$ cat src/rtl/ftoi_pkg.sv
// Shared types for the float-to-integer converter.
// Assumes: class codes are fixed by the operand producer.
package ftoi_pkg;
    typedef enum logic [1:0] {
        CLS_ZERO = 2'd0,
        CLS_NUM  = 2'd1,
        CLS_INF  = 2'd2,
        CLS_NAN  = 2'd3
    } num_class_e;
endpackage

$ cat src/rtl/ftoi_align.sv
// Aligns the mantissa so the integer part lands in the low INT_W bits.
// It also reports the OR of every discarded bit and whether the exponent
// is too large for INT_W bits at all.
// Assumes: the mantissa leading one is at bit MANT_W-1; MANT_W > INT_W.
module ftoi_align #(
    parameter int MANT_W = 64,
    parameter int INT_W  = 32,
    parameter int EXP_W  = 16
) (
    input  logic [MANT_W-1:0]       mant,
    input  logic signed [EXP_W-1:0] exp_i,
    output logic [INT_W-1:0]        mag,
    output logic                    sticky,
    output logic                    too_big
);
    localparam int SH_W = $clog2(MANT_W);

    int                sh_amt;
    logic [MANT_W-1:0] lost_bits;

    // Compute the right-shift distance from the exponent.
    always_comb begin
        sh_amt  = (MANT_W - 1) - int'(exp_i);
        too_big = (sh_amt < (MANT_W - INT_W));
    end

    // Shift, clamping distances of MANT_W or more to a full flush.
    always_comb begin
        lost_bits = '0;
        if (sh_amt >= MANT_W) begin
            mag    = '0;
            sticky = |mant;
        end else if (too_big) begin
            mag    = '0;
            sticky = 1'b0;
        end else begin
            mag       = INT_W'(mant >> sh_amt[SH_W-1:0]);
            lost_bits = mant & ~({MANT_W{1'b1}} << sh_amt[SH_W-1:0]);
            sticky    = |lost_bits;
        end
    end
endmodule

$ cat src/rtl/ftoi_pack.sv
// Applies the class, the sign and the asymmetric range bound to an aligned
// magnitude. It yields the final integer and the two exception flags.
// Assumes: mag and sticky are meaningful only when too_big is low.
module ftoi_pack
    import ftoi_pkg::*;
#(
    parameter int INT_W = 32
) (
    input  num_class_e       cls,
    input  logic             sign,
    input  logic [INT_W-1:0] mag,
    input  logic             sticky,
    input  logic             too_big,
    output logic [INT_W-1:0] res,
    output logic             inexact,
    output logic             invalid
);
    localparam logic [INT_W:0] HALF_RANGE = {2'b01, {(INT_W-1){1'b0}}};

    logic mag_ovf;
    logic [INT_W-1:0] sat_val;

    // The magnitude limit is one larger for negative operands.
    always_comb begin
        mag_ovf = ({1'b0, mag} >= (HALF_RANGE + {{INT_W{1'b0}}, sign}));
        sat_val = {sign, {(INT_W-1){~sign}}};
    end

    // Select the result and the flags by class and range.
    always_comb begin
        res     = sat_val;
        inexact = 1'b0;
        invalid = 1'b1;
        case (cls)
            CLS_ZERO: begin
                res     = '0;
                invalid = 1'b0;
            end
            CLS_NUM: begin
                if (!(too_big || mag_ovf)) begin
                    res     = sign ? (~mag + 1'b1) : mag;
                    inexact = sticky;
                    invalid = 1'b0;
                end
            end
            default: ;
        endcase
    end
endmodule

$ cat src/rtl/flt2int_conv.sv
// Top of the float-to-signed-integer converter. The conversion itself is
// combinational. With REG_OUT=1 a result register loads it on in_valid,
// and with REG_OUT=0 the result passes straight through.
// Assumes: synchronous active-low reset; one operand per strobe.
module flt2int_conv
    import ftoi_pkg::*;
#(
    parameter int MANT_W  = 64,
    parameter int INT_W   = 32,
    parameter int EXP_W   = 16,
    parameter bit REG_OUT = 1'b1
) (
    input  logic                    clk,
    input  logic                    rst_n,
    input  logic                    in_valid,
    input  logic [1:0]              in_class,
    input  logic                    in_sign,
    input  logic signed [EXP_W-1:0] in_exp,
    input  logic [MANT_W-1:0]       in_mant,
    output logic                    out_valid,
    output logic [INT_W-1:0]        out_int,
    output logic                    out_inexact,
    output logic                    out_invalid
);
    num_class_e       cls;
    logic [INT_W-1:0] mag;
    logic             sticky;
    logic             too_big;
    logic [INT_W-1:0] res_c;
    logic             nx_c;
    logic             nv_c;

    // Map the raw class code onto the enumerated type.
    always_comb cls = num_class_e'(in_class);

    ftoi_align #(.MANT_W(MANT_W), .INT_W(INT_W), .EXP_W(EXP_W)) align_i (
        .mant    (in_mant),
        .exp_i   (in_exp),
        .mag     (mag),
        .sticky  (sticky),
        .too_big (too_big)
    );

    ftoi_pack #(.INT_W(INT_W)) pack_i (
        .cls     (cls),
        .sign    (in_sign),
        .mag     (mag),
        .sticky  (sticky),
        .too_big (too_big),
        .res     (res_c),
        .inexact (nx_c),
        .invalid (nv_c)
    );

    generate
        if (REG_OUT) begin : g_reg
            // Load the result register on the strobe; reset clears it.
            always_ff @(posedge clk) begin
                if (!rst_n) begin
                    out_valid   <= 1'b0;
                    out_int     <= '0;
                    out_inexact <= 1'b0;
                    out_invalid <= 1'b0;
                end else begin
                    out_valid <= in_valid;
                    if (in_valid) begin
                        out_int     <= res_c;
                        out_inexact <= nx_c;
                        out_invalid <= nv_c;
                    end
                end
            end


            zero_class_chk: assert property (@(posedge clk) disable iff (!rst_n)
                (out_valid && $past(in_class) == 2'd0)
                |-> (out_int == '0 && !out_inexact && !out_invalid));

            nonnum_invalid_chk: assert property (@(posedge clk) disable iff (!rst_n)
                (out_valid && $past(in_class) >= 2'd2) |-> out_invalid);

            big_exp_chk: assert property (@(posedge clk) disable iff (!rst_n)
                (out_valid && $past(in_class) == 2'd1 && $past(in_exp) >= INT_W)
                |-> out_invalid);

            neg_exp_chk: assert property (@(posedge clk) disable iff (!rst_n)
                (out_valid && $past(in_class) == 2'd1 && $past(in_exp) < 0)
                |-> (out_int == '0 && out_inexact));

            no_overflow_chk: assert property (@(posedge clk) disable iff (!rst_n)
                (out_valid && out_invalid)
                |-> (!out_inexact &&
                     out_int == {$past(in_sign), {(INT_W-1){~$past(in_sign)}}}));

            valid_follow_chk: assert property (@(posedge clk) disable iff (!rst_n)
                in_valid |=> out_valid);

            hold_chk: assert property (@(posedge clk) disable iff (!rst_n)
                !in_valid |=> (!out_valid && $stable(out_int) &&
                               $stable(out_inexact) && $stable(out_invalid)));
        end else begin : g_comb
            // Pass the combinational result straight through.
            always_comb begin
                out_valid   = in_valid;
                out_int     = res_c;
                out_inexact = nx_c;
                out_invalid = nv_c;
            end
        end
    endgenerate
endmodule

$ cat config.mk
export PLATFORM = sky130hd
export DESIGN_NAME = flt2int_conv
export DESIGN_NICKNAME = d
export VERILOG_FILES = /design/src/rtl/ftoi_pkg.sv /design/src/rtl/ftoi_align.sv /design/src/rtl/ftoi_pack.sv /design/src/rtl/flt2int_conv.sv
export SDC_FILE = /design/constraint.sdc
export NUM_CORES = 1
export LEC_CHECK = 0
export BUFFER_PORTS_ARGS = -buffer_cell sky130_fd_sc_hd__buf_4
export CAP_MARGIN = 20
export CORE_MARGIN = 5
export CORE_UTILIZATION = 58
export DETAILED_ROUTE_END_ITERATION = 8
export PLACE_DENSITY = 0.81
export SYNTH_ARGS = -nofsm -noshare
export SYNTH_HDL_FRONTEND = slang
export SYNTH_SLANG_ARGS = --single-unit
export TNS_END_PERCENT = 100
$ cat constraint.sdc
create_clock -name clk -period 5.8 [get_ports clk]
set_input_delay 1.16 -clock clk [delete_from_list [all_inputs] [get_ports clk]]
set_output_delay 1.16 -clock clk [all_outputs]
set_load 0.03 [all_outputs]
# Word level (Yosys, flattened, before mapping)
# Cells that the tools add are included.
[classes]
add_sub_neg = 3
n_bitwise = 4
eq_ne = 1
reduce_logical = 4
shift = 2
muxes = 11
magnitude_cmp = 3
[op_table]
columns = ["cell", "n"]
rows = [
  ["two-way mux 32 bit", 4],
  ["OR reduction 64 bit", 2],
  ["AND 64 bit", 1],
  ["inverter 64 bit", 1],
  ["one-hot mux 32 bit (2 select lines)", 1],
  ["<< shifter 64 x 6 -> 64 bit, first input constant", 1],
  ["right shift 64 x 6 -> 32 bit", 1],
  ["adder 32 x 1 -> 33 bit, first input constant", 1],
  ["greater-or-equal comparator 32 x 33 -> 1 bit", 1],
  ["adder 32 x 1 -> 32 bit, second input constant", 1],
  ["greater-or-equal comparator 32 x 8 -> 1 bit, second input constant", 1],
  ["< comparator 32 x 7 -> 1 bit, second input constant", 1],
  ["inverter 32 bit", 1],
  ["subtractor 7 x 16 -> 17 bit, first input constant", 1],
  ["two-way mux 1 bit", 5],
  ["== test 2 x 1 -> 1 bit, second input constant", 1],
  ["zero test 2 bit", 1],
  ["one-hot mux 1 bit (2 select lines)", 1],
  ["logical OR 1 bit", 1],
  ["inverter 1 bit", 1],
]
[totals]
output_inout_bits = 35
reg_bits = 35
elab_cells = 32

# Longest topological paths before layout
[depth]
word_depth = 9
ltp_mapped = 18

# Cells and area by module
# From an unflattened synthesis, not the netlist that was laid out.
[unflattened]
hier_cells = 772
hier_area_um2 = 5601.6
[modules_own_cells]
columns = ["mod", "cells_per_inst", "area_each_um2", "seq_area_each_um2", "instances"]
rows = [
  ["ftoi_align", 441, 2956.6, 0.0, 1],
  ["flt2int_conv", 111, 1342.5, 700.7, 1],
  ["ftoi_pack", 220, 1302.5, 0.0, 1],
]

# Worst setup path after synthesis
# No wires, ideal clock.
[synth_path]
kind = "input port to flip-flop"
from = "input in_exp[0]"
to = "register out_int[1]"
required_time_ns = 5.727
arrival_ns = 4.907
stages = 15
path_slack_ns = 0.820
n_path_buf = 3
cell_sequence = "buf_6 > buf_6 > buf_6 > mux4_2 > mux2i_1 > mux2i_1 > a32oi_1 > ha_1 > nor2b_1 > nand4_1 > or3_1 > or4b_4 > and2_4 > or4_4 > o211ai_2"
[synth_via]
elab_chain_len = 9
elab_cells_between_ends = 13
cone_classes = "2 x add/sub; 3 x order compare; 1 x shift; 5 x mux; 1 x bitwise; 1 x reduce/logical"
[synth_lines]
columns = ["element", "line", "text"]
rows = [
  ["start: declaration", "flt2int_conv.sv:18", "input logic signed [EXP_W-1:0] in_exp,"],
  ["subtractor 7 x 16 -> 17 bit *", "ftoi_align.sv:23", "sh_amt = (MANT_W - 1) - int'(exp_i);"],
  ["< comparator 32 x 7 -> 1 bit / right shift 64 x 6 -> 32 bit (equally long branches)", "ftoi_align.sv:24, ftoi_align.sv:37", ""],
  ["two-way mux 32 bit", "ftoi_align.sv:33", "end else if (too_big) begin"],
  ["two-way mux 32 bit", "ftoi_align.sv:30", "if (sh_amt >= MANT_W) begin"],
  ["inverter 32 bit", "ftoi_pack.sv:41", "res = sign ? (~mag + 1'b1) : mag;"],
  ["adder 32 x 1 -> 32 bit", "ftoi_pack.sv:41", ""],
  ["two-way mux 32 bit", "ftoi_pack.sv:41", ""],
  ["two-way mux 32 bit *", "ftoi_pack.sv:40", "if (!(too_big || mag_ovf)) begin"],
  ["one-hot mux 32 bit (2 select lines) *", "ftoi_pack.sv:34", "case (cls)"],
  ["end signal: assignment", "flt2int_conv.sv:67", "out_int <= res_c;"],
  ["end: declaration", "flt2int_conv.sv:21", "output logic [INT_W-1:0] out_int,"],
]
# Mark *: on every way between the ends. The rest lies on a longest branch, timed or not.
# A chain may end at the register's enable or synchronous reset.

# Worst setup path in the final report
[layout_path]
from = "input in_exp[0]"
to = "register out_int[11]"
# Same word-level chain as after synthesis.

==> out/metrics.yaml <==
timing.clock.skew_ps: 0
place_area_sq_um: 7080
cts_tree: "built"
status: "finished clean"
track_usage_pct: 38.8
overflow: 0
nets: 959
initialDrtViolationCount: 1181
synth_edf_count: 0
initial_core_util_pct: 58.5
synth_fp_nets: 892
min_path_type: "reg2reg"
p_clk_share_pct: 22.9
worst-path-buf-inv: 2
root_buffer: "clkbuf_8"
place_hpwl_um: 19400
ant_nets: 0
yosys_register_bits: 35
cts_resized: 0
slowest_stage: "mux4_1"
cts.clk_slew.worst_paths_ps: 80
layout-drive-gt1-share_pct: 27.3
synth_seq_area_share_pct: 11.1
cts_buffers: 5
wl_per_cell_um: 25.5
p_total_mw: 1.02
dp_slack_ps: 462
worst_slack_ps: 602
p_leak_nw: 2.85
routed_wl_um: 25800
ctsLongestPathBuffers: 2
startpoint_type: "input port"
clock_latency_ps: 290
rsz0062_at_grt: "no"
io_buffers: 120
period_needed_ps: 5200
crit_chain: "buf_4 -> mux4_1 -> mux2i_1 -> mux2i_1 -> a32oi_1 -> buf_4 -> ha_1 -> nor2b_1 -> nand4_1 -> or3_1 -> or4b_4 -> a31oi_1 -> o211ai_1 -> a21o_1"
max_freq_ghz: 0.192
grt_pass1_vias: 7299
synth_top_area_share_pct: 11.1
yosysWarningCount: 0
sw_frac_of_total_pct: 41.7
critical_path_class: "in2reg"
drcViolationCount: 0
synthFlopType: "dfxtp_1"
path_max_fanout: 27
avgSynthCellArea_sq_um: 7.82
holdBufCountCts: 0
relSlewSlack_pct: 40.7
seqPwrFrac_pct: 26.0
grt_pass1_wl_um: 40400
clock-sinks: 35
slew_violations: 0
gp_congestion: 1.06
synth_top_cell_by_area: "dfxtp_1"
irDropWorstVdd_v: 0.000165
synth_cell_types: 97
timing.max_cap.violations: 0
path_delay_family: "simple AND/OR/NAND/NOR gates"
p_int_mw: 0.592
cp.arrival_ps: 5390
worstMarginPinSlew_ps: 887
die_w_um: 114
fp.dieH_um: 114
vias_per_cell: 7.56
io_pins: 121
synth_common_cells: "nor2_1, nand2_1, a21oi_1"
p_comb_share_pct: 51.1
cpPeakStageDelay_ps: 650
fill_cells: 944
power_density_nw_per_um2: 141
htreeDepth: 2
drtPass1Iterations: 6
worstPathRequired_ps: 5990
diodes: 0
end_kind: "flip-flop"
fin_crit_sh_pct: 89.6
syn_inst: 804
finalSetupViolations: 0
yosysMostFrequentCell: "nor2_1"
finish.instance_area_sq_um: 7200
fp-row-count: 38
vias: 7652
grt_max_degree: 54
hold_viol: 0
synth_area_leaders: "dfxtp_1, mux4_2, mux2i_1"
setup_tns_ps: 0
syn_to_final_growth_pct: 14.5
cts_setup_buffers: 0
synth-async-reset-ratio_pct: 0
netlist_area_sq_um: 6290
netSwitchingPower_mw: 0.423
dieArea_sq_um: 13000
core_area_sq_um: 10700
antenna_found_initial: 0
state kept, by name (all words and copies together) (netlist names):
name and cells:
out_invalid 1, out_int 32, out_valid 1, out_inexact 1
stage by stage:
step	hold slack, ps	utilization [%]	std cells
after floorplan	593	-	804
after global placement	460	65.9	1004
after detailed placement	474	65.9	1004
after CTS	485	67.0	1012
after global routing	509	67.0	1012
final	484	67.0	1012
layout make-up:
class / count / area, sq um / area share, %
clock buffer: 5 / 68.8 / 0.956
clock inverter: 3 / 47.5 / 0.661
inverter: 12 / 45.0 / 0.626
multi-input combinational: 677 / 5110 / 71.0
sequential: 35 / 701 / 9.74
tap: 140 / 175 / 2.43
timing repair buffer: 140 / 1050 / 14.6
tightest hold or removal path, stage by stage (launching register included):
cell	delay [ps]
dfxtp_1	320
nand2b_1	60
a21boi_1	60
cell families (layout without fill, tap and decap cells):
logic type | count (synthesis) | count (layout) | share of synthesized area [%]
muxes | 95 | 95 | 22.9
buffers and inverters | 92 | 160 | 7.60
xor gates and xnor gates | 25 | 25 | 3.48
and+or+nand+nor | 297 | 297 | 24.2
DFF | 35 | 35 | 11.1
adders and majority gates | 5 | 5 | 0.876
AOI/OAI and AO/OA | 255 | 255 | 29.8
power groups by stage:
stage          clock [mW]  sequential [mW]  combinational [mW]
5_1_grt             0.247            0.266               0.544
4_1_cts             0.230            0.264               0.500
3_5_place_dp            0            0.270               0.497
2_1_floorplan           0            0.300               0.300
6_report            0.232            0.264               0.519
3_3_place_gp            0            0.269               0.494
path summary, 6_finish.rpt:
| path | start | endpoint | slack (ps) | cells after the start |
|---|---|---|---|---|
| worst max-delay path | in_exp[0] | out_int[11]$_SDFFE_PN0P_ | 600 | 14 |
| worst min-delay path | out_inexact$_SDFFE_PN0P_ | out_inexact$_SDFFE_PN0P_ | 480 | 2 |
| worst max register to register | out_int[1]$_SDFFE_PN0P_ | out_int[1]$_SDFFE_PN0P_ | 4600 | 3 |
| worst min register to register | out_inexact$_SDFFE_PN0P_ | out_inexact$_SDFFE_PN0P_ | 480 | 2 |
routing by layer:
metal	part of all wire (%)	global-route usage (%)
met4	4.8	13.9
met2	43	59.8
met5	0	0
met1	37	52.1
met3	16	11.0
layout by cell type, fill, tap and decap left out, types with 5 or more instances in the layout:
master	synthesis	layout
mux4_2	29	29
nor4_1	24	24
inv_1	8	8
or2_2	6	6
o31ai_1	7	7
o21ai_0	44	44
mux2i_1	38	38
nand3_1	20	20
nor2_1	73	73
buf_4	14	140
o211ai_1	9	9
nor3_1	19	19
a211oi_2	9	9
xor2_1	12	12
o22ai_1	20	20
nand4_1	13	13
and2_1	14	14
nand2b_1	7	7
nand2_1	70	70
dfxtp_1	35	35
a21o_1	7	7
a211oi_1	9	9
a31oi_1	11	11
xnor2_1	13	13
a21oi_1	46	46
mux2_2	18	18
a21boi_0	7	7
o41ai_1	6	6
nor2b_1	12	12
clkbuf_8	0	5
and3_1	8	8
Power figures use the tool's default switching activity.
